==> config.mk <==
export PLATFORM = sky130hd
export DESIGN_NAME = evmon_top
export DESIGN_NICKNAME = d
export VERILOG_FILES = /design/src/rtl/evmon_pkg.sv /design/src/rtl/evmon_evt_mux.sv /design/src/rtl/evmon_lane.sv /design/src/rtl/evmon_top.sv
export SDC_FILE = /design/constraint.sdc
export NUM_CORES = 1
export LEC_CHECK = 0
export BUFFER_PORTS_ARGS = -buffer_cell sky130_fd_sc_hd__buf_4
export CELL_PAD_IN_SITES_DETAIL_PLACEMENT = 1
export CELL_PAD_IN_SITES_GLOBAL_PLACEMENT = 2
export CORE_AREA = 2 2 162 164
export DETAILED_ROUTE_END_ITERATION = 7
export DIE_AREA = 0 0 164 166
export PLACE_DENSITY_LB_ADDON = 0.1
export SYNTH_ARGS = -nofsm -noshare
export SYNTH_HDL_FRONTEND = slang
export SYNTH_SLANG_ARGS = --single-unit
==> constraint.sdc <==
create_clock -name clk -period 2.52 [get_ports clk]
set_input_delay 0.252 -clock clk [delete_from_list [all_inputs] [get_ports clk]]
set_output_delay 0.252 -clock clk [all_outputs]
set_load 0.02 [all_outputs]
==> src/rtl/evmon_pkg.sv <==
package evmon_pkg;
    parameter int CNT_W   = 32;
    parameter int SEL_W   = 12;
    parameter int NUM_EVT = 16;
    parameter int LANES   = 2;
    localparam int WORD_W = LANES * CNT_W;

    typedef enum logic [1:0] {
        PRIV_USER  = 2'd0,
        PRIV_SUPER = 2'd1,
        PRIV_HYPER = 2'd2,
        PRIV_NONE  = 2'd3
    } priv_e;

    typedef struct packed {
        logic [SEL_W-1:0] up_sel;
        logic [SEL_W-1:0] lo_sel;
        logic [1:0]       irq_en;
        logic             hyp_en;
        logic             usr_en;
        logic             sup_en;
    } ctl_t;
endpackage

==> src/rtl/evmon_evt_mux.sv <==
module evmon_evt_mux #(
    parameter int NUM_EVT = 16,
    parameter int SEL_W   = 12
) (
    input  logic [NUM_EVT-1:0] evt,
    input  logic [SEL_W-1:0]   code,
    output logic               hit
);
    logic [NUM_EVT-1:0] dec;

    for (genvar i = 0; i < NUM_EVT; i++) begin : g_dec
        assign dec[i] = (code == SEL_W'(i)) && evt[i];
    end

    assign hit = |dec;
endmodule

==> src/rtl/evmon_lane.sv <==
module evmon_lane #(
    parameter int CNT_W = 32
) (
    input  logic             clk,
    input  logic             rst_n,
    input  logic             wr,
    input  logic [CNT_W-1:0] wdata,
    input  logic             inc,
    output logic [CNT_W-1:0] cnt,
    output logic             ovf
);
    localparam logic [CNT_W-1:0] ALL_ONES = '1;

    always_ff @(posedge clk or negedge rst_n) begin
        if (!rst_n) begin
            cnt <= '0;
            ovf <= 1'b0;
        end else if (wr) begin
            cnt <= wdata;
            ovf <= 1'b0;
        end else if (inc) begin
            cnt <= cnt + 1'b1;
            if (cnt == ALL_ONES) begin
                ovf <= 1'b1;
            end
        end
    end

    // written value wins over an increment
    a_r7_write_wins: assert property (@(posedge clk) disable iff (!rst_n)
        wr |=> (cnt == $past(wdata) && !ovf));

    // wrap to zero sets the sticky flag
    a_r5_wrap_sets_flag: assert property (@(posedge clk) disable iff (!rst_n)
        (inc && !wr && cnt == ALL_ONES) |=> (ovf && cnt == '0));

    // flag only clears through a write
    a_r5_flag_sticky: assert property (@(posedge clk) disable iff (!rst_n)
        (ovf && !wr) |=> ovf);
endmodule

==> src/rtl/evmon_top.sv <==
module evmon_top
    import evmon_pkg::*;
(
    input  logic                clk,
    input  logic                rst_n,
    input  logic [NUM_EVT-1:0]  evt,
    input  logic [1:0]          priv,
    input  logic                reg_sel,
    input  logic                reg_wr,
    input  logic [WORD_W-1:0]   reg_wdata,
    output logic [WORD_W-1:0]   reg_rdata,
    output logic                irq
);
    ctl_t             ctl;
    logic             gate;
    logic             cnt_wr;
    logic [SEL_W-1:0] code   [LANES];
    logic [CNT_W-1:0] cnt    [LANES];
    logic [LANES-1:0] hit;
    logic [LANES-1:0] ovf;
    logic [WORD_W-1:0] ctl_word;
    logic [WORD_W-1:0] cnt_word;

    // control register
    always_ff @(posedge clk or negedge rst_n) begin
        if (!rst_n) begin
            ctl <= '0;
        end else if (reg_wr && !reg_sel) begin
            ctl.up_sel <= reg_wdata[30:19];
            ctl.lo_sel <= reg_wdata[17:6];
            ctl.irq_en <= reg_wdata[5:4];
            ctl.hyp_en <= reg_wdata[3];
            ctl.usr_en <= reg_wdata[2];
            ctl.sup_en <= reg_wdata[1];
        end
    end

    // privilege gate shared by both counters
    always_comb begin
        unique case (priv_e'(priv))
            PRIV_USER:  gate = ctl.usr_en;
            PRIV_SUPER: gate = ctl.sup_en;
            PRIV_HYPER: gate = ctl.hyp_en;
            PRIV_NONE:  gate = 1'b0;
            default:    gate = 1'b0;
        endcase
    end

    assign cnt_wr  = reg_wr && reg_sel;
    assign code[0] = ctl.lo_sel;
    assign code[1] = ctl.up_sel;

    for (genvar l = 0; l < LANES; l++) begin : g_lane
        evmon_evt_mux #(.NUM_EVT(NUM_EVT), .SEL_W(SEL_W)) u_mux (
            .evt  (evt),
            .code (code[l]),
            .hit  (hit[l])
        );
        evmon_lane #(.CNT_W(CNT_W)) u_lane (
            .clk   (clk),
            .rst_n (rst_n),
            .wr    (cnt_wr),
            .wdata (reg_wdata[l*CNT_W +: CNT_W]),
            .inc   (hit[l] && gate),
            .cnt   (cnt[l]),
            .ovf   (ovf[l])
        );
        assign cnt_word[l*CNT_W +: CNT_W] = cnt[l];
    end

    assign ctl_word  = {33'b0, ctl.up_sel, 1'b0, ctl.lo_sel,
                        ctl.irq_en, ctl.hyp_en, ctl.usr_en, ctl.sup_en, 1'b0};
    assign reg_rdata = reg_sel ? cnt_word : ctl_word;
    assign irq       = (|ovf) && (|ctl.irq_en);

    // unmapped or parked code leaves the lower counter still
    a_r8_lower_parked: assert property (@(posedge clk) disable iff (!rst_n)
        (ctl.lo_sel >= SEL_W'(NUM_EVT) && !cnt_wr) |=> $stable(cnt[0]));

    // same for the upper counter
    a_r8_upper_parked: assert property (@(posedge clk) disable iff (!rst_n)
        (ctl.up_sel >= SEL_W'(NUM_EVT) && !cnt_wr) |=> $stable(cnt[1]));

    // privilege level 3 freezes both counters
    a_r4_none_freezes: assert property (@(posedge clk) disable iff (!rst_n)
        (priv == 2'd3 && !cnt_wr) |=> $stable(cnt_word));

    // no interrupt while the enable field is zero
    a_r6_irq_needs_enable: assert property (@(posedge clk) disable iff (!rst_n)
        (ctl.irq_en == 2'b00) |-> !irq);
endmodule

==> results.py <==
metrics = {
    "clock_tree": {
        "cts_tree": "yes",
        "clockBufferDepth": 2,
        "cts_sinks": 95,
        "post_cts_buffers": 0,
        "clock_latency_ps": 350,
        "htree_levels": 3,
        "clockRootBuffer": "clkbuf_16",
        "clkSlewWorstSetupHoldPaths_ps": 70,
        "cts_inserted_buffers": 9,
    },
    "setup_path": {
        "timing.rr.start": "code[12]$_DFFE_PN0P_",
        "ff2ff_setup_slack_ps": 80,
        "rr_worst_depth": 6,
        "reg2reg_to": "g_lane[0].u_lane.cnt[28]$_DFFE_PN0P_",
        "crit_fanout": 10,
        "worst_ep_arrival_time_ps": 2660,
        "critical_path_class": "reg -> reg",
        "critPathRequiredTime_ps": 2730,
        "start_kind": "flip-flop",
        "end_kind": "flip-flop",
    },
    "worst_hold_path": {
        "min_to": "g_lane[1].u_lane.cnt[3]$_DFFE_PN0P_",
        "holdPathStages": 3,
        "hold_start": "reg_wdata[35]",
        "min_path_type": "in -> reg",
    },
    "synthesis": {
        "synthArstFlopShare": 1.00,
        "ys_warn_count": 0,
        "syn_nets": 745,
        "ys.flop_type": "dfrtp_1",
        "synthTopCellsByCount": "dfrtp_1 (95), nand2_1 (82), mux2_2 (61)",
        "yosys.cell_types.count": 52,
        "yosysMostFrequentCell": "dfrtp_1",
        "synth-edff-count": 0,
        "syn-instance-count": 657,
        "yosysTopAreaCell": "dfrtp_1",
        "ys_ff_latch": 95,
        "ys_top_cells_by_area": "dfrtp_1 (38%), mux2_2 (11%), xnor2_1 (6.7%), nand2_1 (4.9%), and2_1 (4.1%)",
        "syn_area_um2": 6260,
        "seq_area_frac_synth": 0.380,
        "avgSynthCellArea_um2": 9.53,
        "synth_top_area_frac": 0.380,
    },
    "sta": {
        "slew_violations": 0,
        "timing.final.crit_share": 0.970,
        "slew-limit-headroom": 0.554,
        "hold_viol_final": 0,
        "setup_viol": 0,
        "setup_ws_ps": 75.9,
        "period_needed_ps": 2440,
        "finClkSkew_ps": 9.81,
        "worstMarginPinSlew_ps": 668,
        "timing.fmax_mhz": 409,
        "setup_tns_ps": 0,
    },
    "global_routing": {
        "grt.total_usage": 0.168,
        "grt_pass1_vias": 6157,
        "overflow": 0,
        "grt_pass1_wl_um": 35600,
        "antenna_found_initial": 1,
        "grt_max_degree": 56,
    },
    "floorplan": {
        "rows": 59,
        "die_h_um": 166,
        "dieArea_um2": 27200,
        "start_util": 0.245,
        "boundaryPins": 151,
        "die_w_um": 164,
        "core_um2": 25600,
    },
    "final_layout": {
        "post-route-util": 0.324,
        "diodes": 0,
        "nNetsFinal": 903,
        "area_delta_synth_final_pct": 32.5,
        "layout-drive-gt1-share": 0.373,
    },
    "job": {
        "drv_cap": 0,
    },
    "place": {
        "dp_slack_ps": -114,
        "dp_hpwl_um": 17200,
        "port_buffers": 150,
        "place_congestion": 0.785,
    },
    "power_and_ir_drop": {
        "ir_drop_v": 0.000225,
        "p_leak_nw": 3.22,
        "total_power_mw": 5.01,
        "p_per_area_nw_per_um2": 603,
    },
    "status": {
        "outcome": "finished clean",
    },
    "routing": {
        "antenna_left": 0,
        "wl_per_cell_um": 20.0,
        "remaining_drc_errors": 0,
        "first_pass_iters": 4,
        "drtIter0Drc": 260,
        "drt-total-wl_um": 23100,
        "vias": 5659,
        "viasPerCell": 4.90,
    },
}
==> critical path, cell delays in order (launching register included) <==
cell and delay, ps:
dfrtp_1 500, mux2_2 280, o22ai_1 160, or4_4 650, a2111oi_2 460, xnor2_1 170
o21ai_1 70
==> final cells by class <==
type	instances	area, um^2
tap	335	419
timing repair buffer	186	1420
inverter	8	30.0
clock inverter	7	80.1
fill	2928	17300
multi-input combinational	515	3740
clock buffer	9	225
sequential	95	2380
==> routing by layer <==
metal	routed length [um]	vias up	GRT usage	share of wire
li1	-	2706	-	-
met1	10300	2803	0.219	0.45
met2	11600	127	0.292	0.50
met3	801	23	0.0197	0.035
met4	386	0	0.0507	0.017
met5	0	-	0	0
==> cell usage in the layout (no fill, tap or decap), drive strengths merged, types with 3 or more instances in the layout <==
master and n:
a2111oi 18, a211oi 12, a21oi 18, a31oi 3
and2 41, and3 9, buf 185, clkbuf 9
dfrtp 95, inv 11, mux2 62, mux2i 7
mux4 5, nand2 83, nand2b 6, nand3 34
nand4 19, nor2 23, nor2b 6, nor3 8
nor4 19, o21ai 52, o22ai 4, or4 9
xnor2 48, xor2 10
==> per-stage QoR <==
step | hold slack, ps | std cells | instance area [um^2]
finish | 104 | 1155 | 8300
global route | 105 | 1155 | 8300
CTS | 84.1 | 1153 | 8240
detailed placement | 238 | 1136 | 7910
global placement | 240 | 1136 | 7910
floorplan | -43.6 | 657 | 6260
==> state kept, by name, summed over array words and instances (netlist names) <==
signal / cells
g_lane.u_lane.cnt: 64
code: 24
ctl: 5
g_lane.u_lane.ovf: 2
==> how the worst max path moves through the flow <==
stage | startpoint | endpoint | slack [ps]
detailed placement | code[0]$_DFFE_PN0P_ | g_lane[1].u_lane.cnt[28]$_DFFE_PN0P_ | -110
floorplan | code[19]$_DFFE_PN0P_ | g_lane[0].u_lane.cnt[13]$_DFFE_PN0P_ | 340
global route | code[12]$_DFFE_PN0P_ | g_lane[0].u_lane.cnt[3]$_DFFE_PN0P_ | -8
finish | code[12]$_DFFE_PN0P_ | g_lane[0].u_lane.cnt[28]$_DFFE_PN0P_ | 80
global placement | code[0]$_DFFE_PN0P_ | g_lane[1].u_lane.cnt[28]$_DFFE_PN0P_ | -10
CTS | code[12]$_DFFE_PN0P_ | g_lane[0].u_lane.cnt[3]$_DFFE_PN0P_ | 20
==> where the power goes <==
group | internal (mW) | switching [mW]
clock | 0.785 | 0.666
sequential | 1.72 | 0.263
combinational | 0.712 | 0.860
==> repair_timing <==
action | in CTS | in global routing
endpoints found under the setup margin | 27 | 28
gates resized for setup | 3 | 9
pin swaps | 0 | 1
hold buffers | 1 | 0
endpoints found under the hold margin | 30 | 0
gates cloned | 0 | 2
==> cell families after synthesis <==
| group | after synthesis | share of synthesized area |
|---|---|---|
| AO/OA/AOI/OAI | 116 | 0.142 |
| XOR/XNOR | 58 | 0.0811 |
| adder cells (fa/ha/maj) | 2 | 0.00399 |
| buffers and inverters | 49 | 0.0344 |
| flip-flops | 95 | 0.380 |
| multiplexers | 74 | 0.141 |
| AND/OR/NAND/NOR | 263 | 0.219 |
Power figures use the tool's default switching activity.
